===== src/rtl/uvlo_pkg.sv =====
package uvlo_pkg;
  // Bits needed to count from 0 up to n-1 (at least one bit).
  function automatic int cnt_w(input int n);
    return (n < 2) ? 1 : $clog2(n);
  endfunction
endpackage


===== src/rtl/uvlo_deglitch.sv =====
module uvlo_deglitch #(
  parameter int   DEG_CYC = 500,
  parameter logic RST_VAL = 1'b0
) (
  input  logic clk,
  input  logic rst,
  input  logic raw_i,
  output logic filt_o
);
  localparam int CW = uvlo_pkg::cnt_w(DEG_CYC);
  localparam logic [CW-1:0] LAST = CW'(DEG_CYC - 1);

  logic [CW-1:0] cnt_q;
  logic          filt_q;

  // The filter flips only after DEG_CYC consecutive samples that differ from it.
  always_ff @(posedge clk) begin
    if (rst) begin
      cnt_q  <= '0;
      filt_q <= RST_VAL;
    end else if (raw_i != filt_q) begin
      if (cnt_q == LAST) begin
        filt_q <= raw_i;
        cnt_q  <= '0;
      end else begin
        cnt_q <= cnt_q + 1'b1;
      end
    end else begin
      cnt_q <= '0;
    end
  end

  assign filt_o = filt_q;


  filt_follows_raw_chk: assert property (@(posedge clk) disable iff (rst)
    !$stable(filt_q) |-> (filt_q == $past(raw_i)));

  filt_full_window_chk: assert property (@(posedge clk) disable iff (rst)
    !$stable(filt_q) |-> ($past(cnt_q) == LAST));
endmodule


===== src/rtl/uvlo_phase_latch.sv =====
module uvlo_phase_latch (
  input  logic clk,
  input  logic rst,
  input  logic bst_flt_i,
  input  logic sup_flt_i,
  input  logic hs_cmd_i,
  output logic fault_o,
  output logic hs_en_o
);
  logic hs_prev_q;
  logic lat_q;
  logic hs_en_q;
  logic rise;
  logic lat_nxt;

  assign rise    = hs_cmd_i & ~hs_prev_q;
  // While the filtered flag is bad the latch stays set, so a command edge
  // is consumed without effect.
  assign lat_nxt = bst_flt_i | (lat_q & ~rise);

  always_ff @(posedge clk) begin
    if (rst) begin
      hs_prev_q <= 1'b1;
      lat_q     <= 1'b0;
      hs_en_q   <= 1'b0;
    end else begin
      hs_prev_q <= hs_cmd_i;
      lat_q     <= lat_nxt;
      hs_en_q   <= ~lat_nxt & ~sup_flt_i;
    end
  end

  assign fault_o = lat_q;
  assign hs_en_o = hs_en_q;


  rearm_after_clear_chk: assert property (@(posedge clk) disable iff (rst)
    $fell(lat_q) |-> ($past(hs_cmd_i) && !$past(hs_prev_q) && !$past(bst_flt_i)));

  latch_on_fault_chk: assert property (@(posedge clk) disable iff (rst)
    bst_flt_i |=> lat_q);

  hs_off_on_supply_chk: assert property (@(posedge clk) disable iff (rst)
    sup_flt_i |=> !hs_en_q);
endmodule


===== src/rtl/uvlo_supervisor.sv =====
module uvlo_supervisor #(
  parameter int NUM_PH      = 3,
  parameter int SUP_DEG_CYC = 500,
  parameter int BST_DEG_CYC = 500
) (
  input  logic              clk,
  input  logic              rst,
  input  logic [NUM_PH-1:0] bst_uv_raw_i,
  input  logic              sup_uv_raw_i,
  input  logic [NUM_PH-1:0] hs_cmd_i,
  output logic [NUM_PH-1:0] hs_en_o,
  output logic [NUM_PH-1:0] ls_en_o,
  output logic [NUM_PH-1:0] bst_fault_o,
  output logic              sup_fault_o
);
  logic              sup_filt;
  logic [NUM_PH-1:0] bst_filt;
  logic [NUM_PH-1:0] ls_en_q;
  logic              sup_q;

  // Supply filter starts in the faulty state.
  uvlo_deglitch #(.DEG_CYC(SUP_DEG_CYC), .RST_VAL(1'b1)) u_sup_flt (
    .clk(clk), .rst(rst), .raw_i(sup_uv_raw_i), .filt_o(sup_filt));

  for (genvar p = 0; p < NUM_PH; p++) begin : g_phase
    uvlo_deglitch #(.DEG_CYC(BST_DEG_CYC), .RST_VAL(1'b0)) u_bst_flt (
      .clk(clk), .rst(rst), .raw_i(bst_uv_raw_i[p]), .filt_o(bst_filt[p]));

    uvlo_phase_latch u_latch (
      .clk      (clk),
      .rst      (rst),
      .bst_flt_i(bst_filt[p]),
      .sup_flt_i(sup_filt),
      .hs_cmd_i (hs_cmd_i[p]),
      .fault_o  (bst_fault_o[p]),
      .hs_en_o  (hs_en_o[p]));
  end

  always_ff @(posedge clk) begin
    if (rst) begin
      sup_q   <= 1'b1;
      ls_en_q <= '0;
    end else begin
      sup_q   <= sup_filt;
      ls_en_q <= {NUM_PH{~sup_filt}};
    end
  end

  assign sup_fault_o = sup_q;
  assign ls_en_o     = ls_en_q;


  supply_masks_all_chk: assert property (@(posedge clk) disable iff (rst)
    sup_fault_o |-> (hs_en_o == '0 && ls_en_o == '0));

  bst_fault_hs_off_chk: assert property (@(posedge clk) disable iff (rst)
    (bst_fault_o & hs_en_o) == '0);
endmodule


===== config.mk =====
export PLATFORM = sky130hd
export DESIGN_NAME = uvlo_supervisor
export DESIGN_NICKNAME = d
export VERILOG_FILES = /design/src/rtl/uvlo_pkg.sv /design/src/rtl/uvlo_deglitch.sv /design/src/rtl/uvlo_phase_latch.sv /design/src/rtl/uvlo_supervisor.sv
export SDC_FILE = /design/constraint.sdc
export NUM_CORES = 1
export LEC_CHECK = 0
export BUFFER_PORTS_ARGS = -buffer_cell sky130_fd_sc_hd__buf_2
export CORE_UTILIZATION = 52
export CTS_CLUSTER_DIAMETER = 100
export CTS_CLUSTER_SIZE = 40
export DETAILED_ROUTE_END_ITERATION = 8
export PLACE_DENSITY = 0.81
export SLEW_MARGIN = 20
export SYNTH_ARGS = -nofsm -noshare
export SYNTH_HDL_FRONTEND = slang
export SYNTH_SLANG_ARGS = --single-unit

===== constraint.sdc =====
create_clock -name clk -period 1.68 [get_ports clk]
set_input_delay 0.504 -clock clk [delete_from_list [all_inputs] [get_ports clk]]
set_output_delay 0.504 -clock clk [all_outputs]
set_load 0.02 [all_outputs]

== After elaboration in Yosys (flattened, before gate mapping) ==
Cells that the tools add are included.
Operators by class
  equal/unequal tests: 8
  add/subtract/negate cells: 4
  reduce and logical (&&, ||, !) cells: 8
  bitwise operators: 26
Operators by type and width (count)
  $add A9 B1 Y9 const B: 4
  $eq A9 B9 Y1 const B: 4
  $not A1 Y1: 14
  $reduce_or A3 Y1: 4
  $and A1 B1 Y1: 9
  $reduce_and A2 Y1: 4
  $ne A1 B1 Y1: 4
  $or A1 B1 Y1: 3
Storage, ports and cells
  register bits: 51
  word-level logic and storage cells: 65
  output and inout bits: 10
  input port bits: 9

== Logic depth before layout (Yosys ltp) ==
  depth in word-level cells: 7
  mapped depth: 5
  depth with buffers taken out: 5

== By module ==
From an unflattened synthesis, not the netlist that was laid out.
Unflattened totals
  cell total of the unflattened synthesis: 236
  area total of the unflattened synthesis: 2273.4 µm²
Modules (own cells, without submodules)
  uvlo_deglitch (g_phase[0].u_bst_flt ...): area each 474.2 µm², instances 3, seq. area each 200.2 µm², cells an instance 51
  uvlo_deglitch (u_sup_flt): area each 474.2 µm², instances 1, seq. area each 200.2 µm², cells an instance 50
  uvlo_phase_latch: area each 103.8 µm², instances 3, seq. area each 60.1 µm², cells an instance 9
  uvlo_supervisor: area each 65.1 µm², instances 1, seq. area each 40.0 µm², cells an instance 6

== Least setup slack after synthesis ==
No wires, ideal clock.
  path kind: register to register
  start: register u_sup_flt.cnt_q[0]
  end: register u_sup_flt.filt_q, in the netlist u_sup_flt.filt_o
  arrival: 1214 ps
  stages on the path, launching flop included: 6
  slack: 347 ps
  clock period less this slack: 1333 ps
  library setup time: 120 ps
  required time: 1560 ps
  buffers on the path: 0
  cell sequence: dfxtp_1 > ha_1 > and4bb_1 > and2b_1 > nor2b_1 > a211o_1
Between the ends
  word-level cells in the longest chain between the ends: 2
Ends and longest elaborated chain
  start: declaration: line uvlo_deglitch.sv:13  | logic [CW-1:0] cnt_q;
  start signal: assignment: line uvlo_deglitch.sv:26  | cnt_q <= cnt_q + 1'b1;
  $eq A9 B9 Y1: line uvlo_deglitch.sv:22  | if (cnt_q == LAST) begin
  $reduce_and A2 Y1 (no line)
  end signal: assignment: line uvlo_deglitch.sv:23  | filt_q <= raw_i;
  end: declaration: line uvlo_deglitch.sv:14  | logic filt_q;
No other way between the ends.
A chain may end at the register's enable or synchronous reset.

== Worst setup path after layout ==
Same ends and word-level chain as after synthesis.

==> impl_metrics.json <==
{
  "outcome": "completed",
  "top_layer": "met4",
  "fin_setup_tns_ns": 0,
  "cpMaxStageDelayCell": "dfxtp_1",
  "multi_input_area_um2": 1000,
  "yosysMostFrequentCell": "dfxtp_1",
  "post-route-period-util": 0.867,
  "rr_startpoint": "u_sup_flt.cnt_q[0]",
  "clock_latency_ns": 0.30,
  "cp.required_ns": 1.87,
  "rows": 22,
  "worst_slew_pin_slew_ns": 0.353,
  "p_leak_nw": 0.910,
  "syn-num-nets": 245,
  "fin_skew_ns": 0.00696,
  "netlist_area_um2": 2120,
  "post_cts_resized": 0,
  "synth_top_area_share": 0.481,
  "postRouteAntennaNets": 0,
  "grt-ovfl-total": 0,
  "start_kind": "register",
  "worstPathMaxFanout": 4,
  "wirelength_um": 3370,
  "num_vias": 1543,
  "grt.total_usage": 0.182,
  "io_pins": 19,
  "worstHoldPathType": "in2reg",
  "cts_tree": "yes",
  "dieArea_um2": 4340,
  "htree_levels": 2,
  "routed-wl-met2_um": 1530,
  "worstHoldStart": "hs_cmd_i[1]",
  "cap_viol_max_count": 0,
  "postLayoutSetupSlackWorst_ns": 0.223,
  "crit_chain": "ha_1 -> and4bb_1 -> and2b_1 -> nor2b_1 -> a211o_1",
  "cts_setup_buffers": 0,
  "fmax_ghz": 0.686,
  "setup_violations": 0,
  "ir_drop_v": 0.000504,
  "final_hold_viol_count": 0,
  "critPathMaxStageDelay_ns": 0.37,
  "drc": 0,
  "wl_per_cell_um": 11.4,
  "antenna_cells": 0,
  "fillers": 338,
  "ys.flop_type": "dfxtp_1",
  "pre_cts_ws_ns": 0.222,
  "arrival_ns": 1.65,
  "core_um2": 3800,
  "synth_cell_types": 37,
  "synth_edf_count": 0,
  "hpwl_um": 2470,
  "async_flop_share": 0,
  "dr.pass1.iters": 4,
  "critical_path_buf_inv_count": 0,
  "io_buffers": 18,
  "via_per_inst": 5.21,
  "synthCells": 231,
  "grt_pass1_wl_um": 6050,
  "ys_seq_area_frac": 0.481,
  "drt-met1-wl_um": 1670,
  "cts_root_buffer": "clkbuf_8",
  "wl_met3_um": 123,
  "ctsHoldBuffers": 0,
  "clkTransAtPathRegs_ns": 0.08,
  "cts.path.max_buffers": 2,
  "antenna_found_initial": 0,
  "avgSynthCellArea_um2": 9.19,
  "drv_slew": 0,
  "finalPower_mw": 1.96,
  "grt_max_degree": 15,
  "die_w_um": 65.9,
  "cp_top_family": "simple AND/OR/NAND/NOR gates",
  "yosys-top-cells-area": "dfxtp_1 (48%), xor2_1 (6.6%), nor2_1 (6.0%)",
  "chipHeight_um": 65.9,
  "startpoint": "u_sup_flt.cnt_q[0]",
  "routabilityCongestion": 0.812,
  "first_iter_violations": 65,
  "yosys_warnings": 0,
  "regArea_um2": 1020,
  "cts_buffers": 5,
  "syn_to_final_growth_pct": 8.01,
  "rsz0062_at_grt": "no",
  "worstSetupEndpointType": "register",
  "layout_min_cycle_time_ns": 1.46,
  "synth_top_area_cell": "dfxtp_1",
  "yosys_register_bits": 51,
  "drive_above_1_share": 0.141,
  "cts.sinks": 51,
  "synth_common_cells": "dfxtp_1 (51), nor2_1 (34), xor2_1 (16)",
  "initial_utilization": 0.559,
  "powerDensity_nw_per_um2": 854,
  "layout.nets": 261,
  "worstSetupPathType": "reg2reg",
  "slew_headroom": 0.763,
  "grt_pass1_vias": 1444
}
[cells by family (layout without fill, tap and decap cells)]
| family | count (synthesis) | in the layout | share of synthesized area |
|---|---|---|---|
| AO/OA/AOI/OAI | 25 | 25 | 0.0713 |
| multiplexers | 3 | 3 | 0.0141 |
| AND/OR/NAND/NOR | 107 | 107 | 0.269 |
| XOR/XNOR | 21 | 21 | 0.0866 |
| buffers and inverters | 19 | 36 | 0.0483 |
| flip-flops | 51 | 51 | 0.481 |
| adder cells (fa/ha/maj) | 5 | 5 | 0.0295 |
[cells in the final DEF (no fill, tap or decap)]
master,synthesis,layout
dfxtp_1,51,51
nor2_1,34,34
buf_2,0,18
xor2_1,16,16
nand2_1,14,14
nand3_1,11,11
a21oi_1,9,9
inv_1,9,9
nand2b_1,7,7
or2_2,6,6
o21ai_0,6,6
xnor2_1,5,5
and3_1,5,5
ha_1,5,5
clkbuf_8,0,5
nand4_1,4,4
nor2b_1,4,4
a31oi_1,4,4
and2_1,3,3
mux2i_1,3,3
and4_1,3,3
or3_1,3,3
and4bb_2,2,2
nand3b_1,2,2
a211oi_1,2,2
nor4_1,2,2
nor3_1,2,2
clkbuf_1,1,2
o311a_1,1,1
and4bb_1,1,1
and2b_1,1,1
or2_4,1,1
nand4b_1,1,1
nand3_2,1,1
a311oi_1,1,1
a41oi_1,1,1
a211o_1,1,1
clkinv_2,0,1
buf_4,8,1
[layout make-up]
class                           count  share of cell area
Multi-Input combinational cell    161               0.436
Timing Repair Buffer               19              0.0426
Clock buffer                        7              0.0333
Sequential cell                    51               0.445
Inverter                            9              0.0147
Tap cell                           48              0.0262
Clock inverter                      1             0.00218
[worst paths after layout]
check | end | slack (ns) | depth (start not counted)
max reg2reg | u_sup_flt.filt_o | 0.22 | 5
min | g_phase[1].u_latch.hs_prev_q | 0.40 | 2
max | u_sup_flt.filt_o | 0.22 | 5
min reg2reg | u_sup_flt.cnt_q[0] | 0.46 | 1
[power breakdown]
part           switching, mW  leakage, nW  total, mW  internal [mW]
sequential           0.00960        0.413       1.23           1.22
combinational         0.0328        0.455     0.0597         0.0269
clock                  0.374       0.0422      0.667          0.293
[metal layers]
metal  vias up  global-route usage
met5         -                   0
met4         0              0.0652
met3         5              0.0466
met2        23               0.306
met1       705               0.222
li1        810                   -
[sequential cells by signal, indices dropped and copies added, names as in the netlist]
signal and count:
g_phase.u_bst_flt.cnt_q 27, g_phase.u_bst_flt.filt_o 3, g_phase.u_latch.fault_o 3, g_phase.u_latch.hs_en_o 3
g_phase.u_latch.hs_prev_q 3, ls_en_o 1, sup_fault_o 1, u_sup_flt.cnt_q 9
u_sup_flt.filt_o 1
[worst reg2reg max path: cells and delay by family (launching register included)]
| family | cells | cell delay (ns) |
|---|---|---|
| simple gates | 3 | 0.52 |
| flops | 1 | 0.37 |
| compound gates | 1 | 0.25 |
| fa+ha+maj | 1 | 0.21 |
[stage by stage]
step,hold WS [ns],instance area [µm²],util,instances
6_report,0.404,2290,0.604,296
5_1_grt,0.400,2290,0.604,296
2_1_floorplan,0.426,2120,-,231
3_5_place_dp,0.448,2210,0.582,288
3_3_place_gp,0.441,2210,0.582,288
4_1_cts,0.396,2290,0.604,296
(Power assumes the default switching activity.)
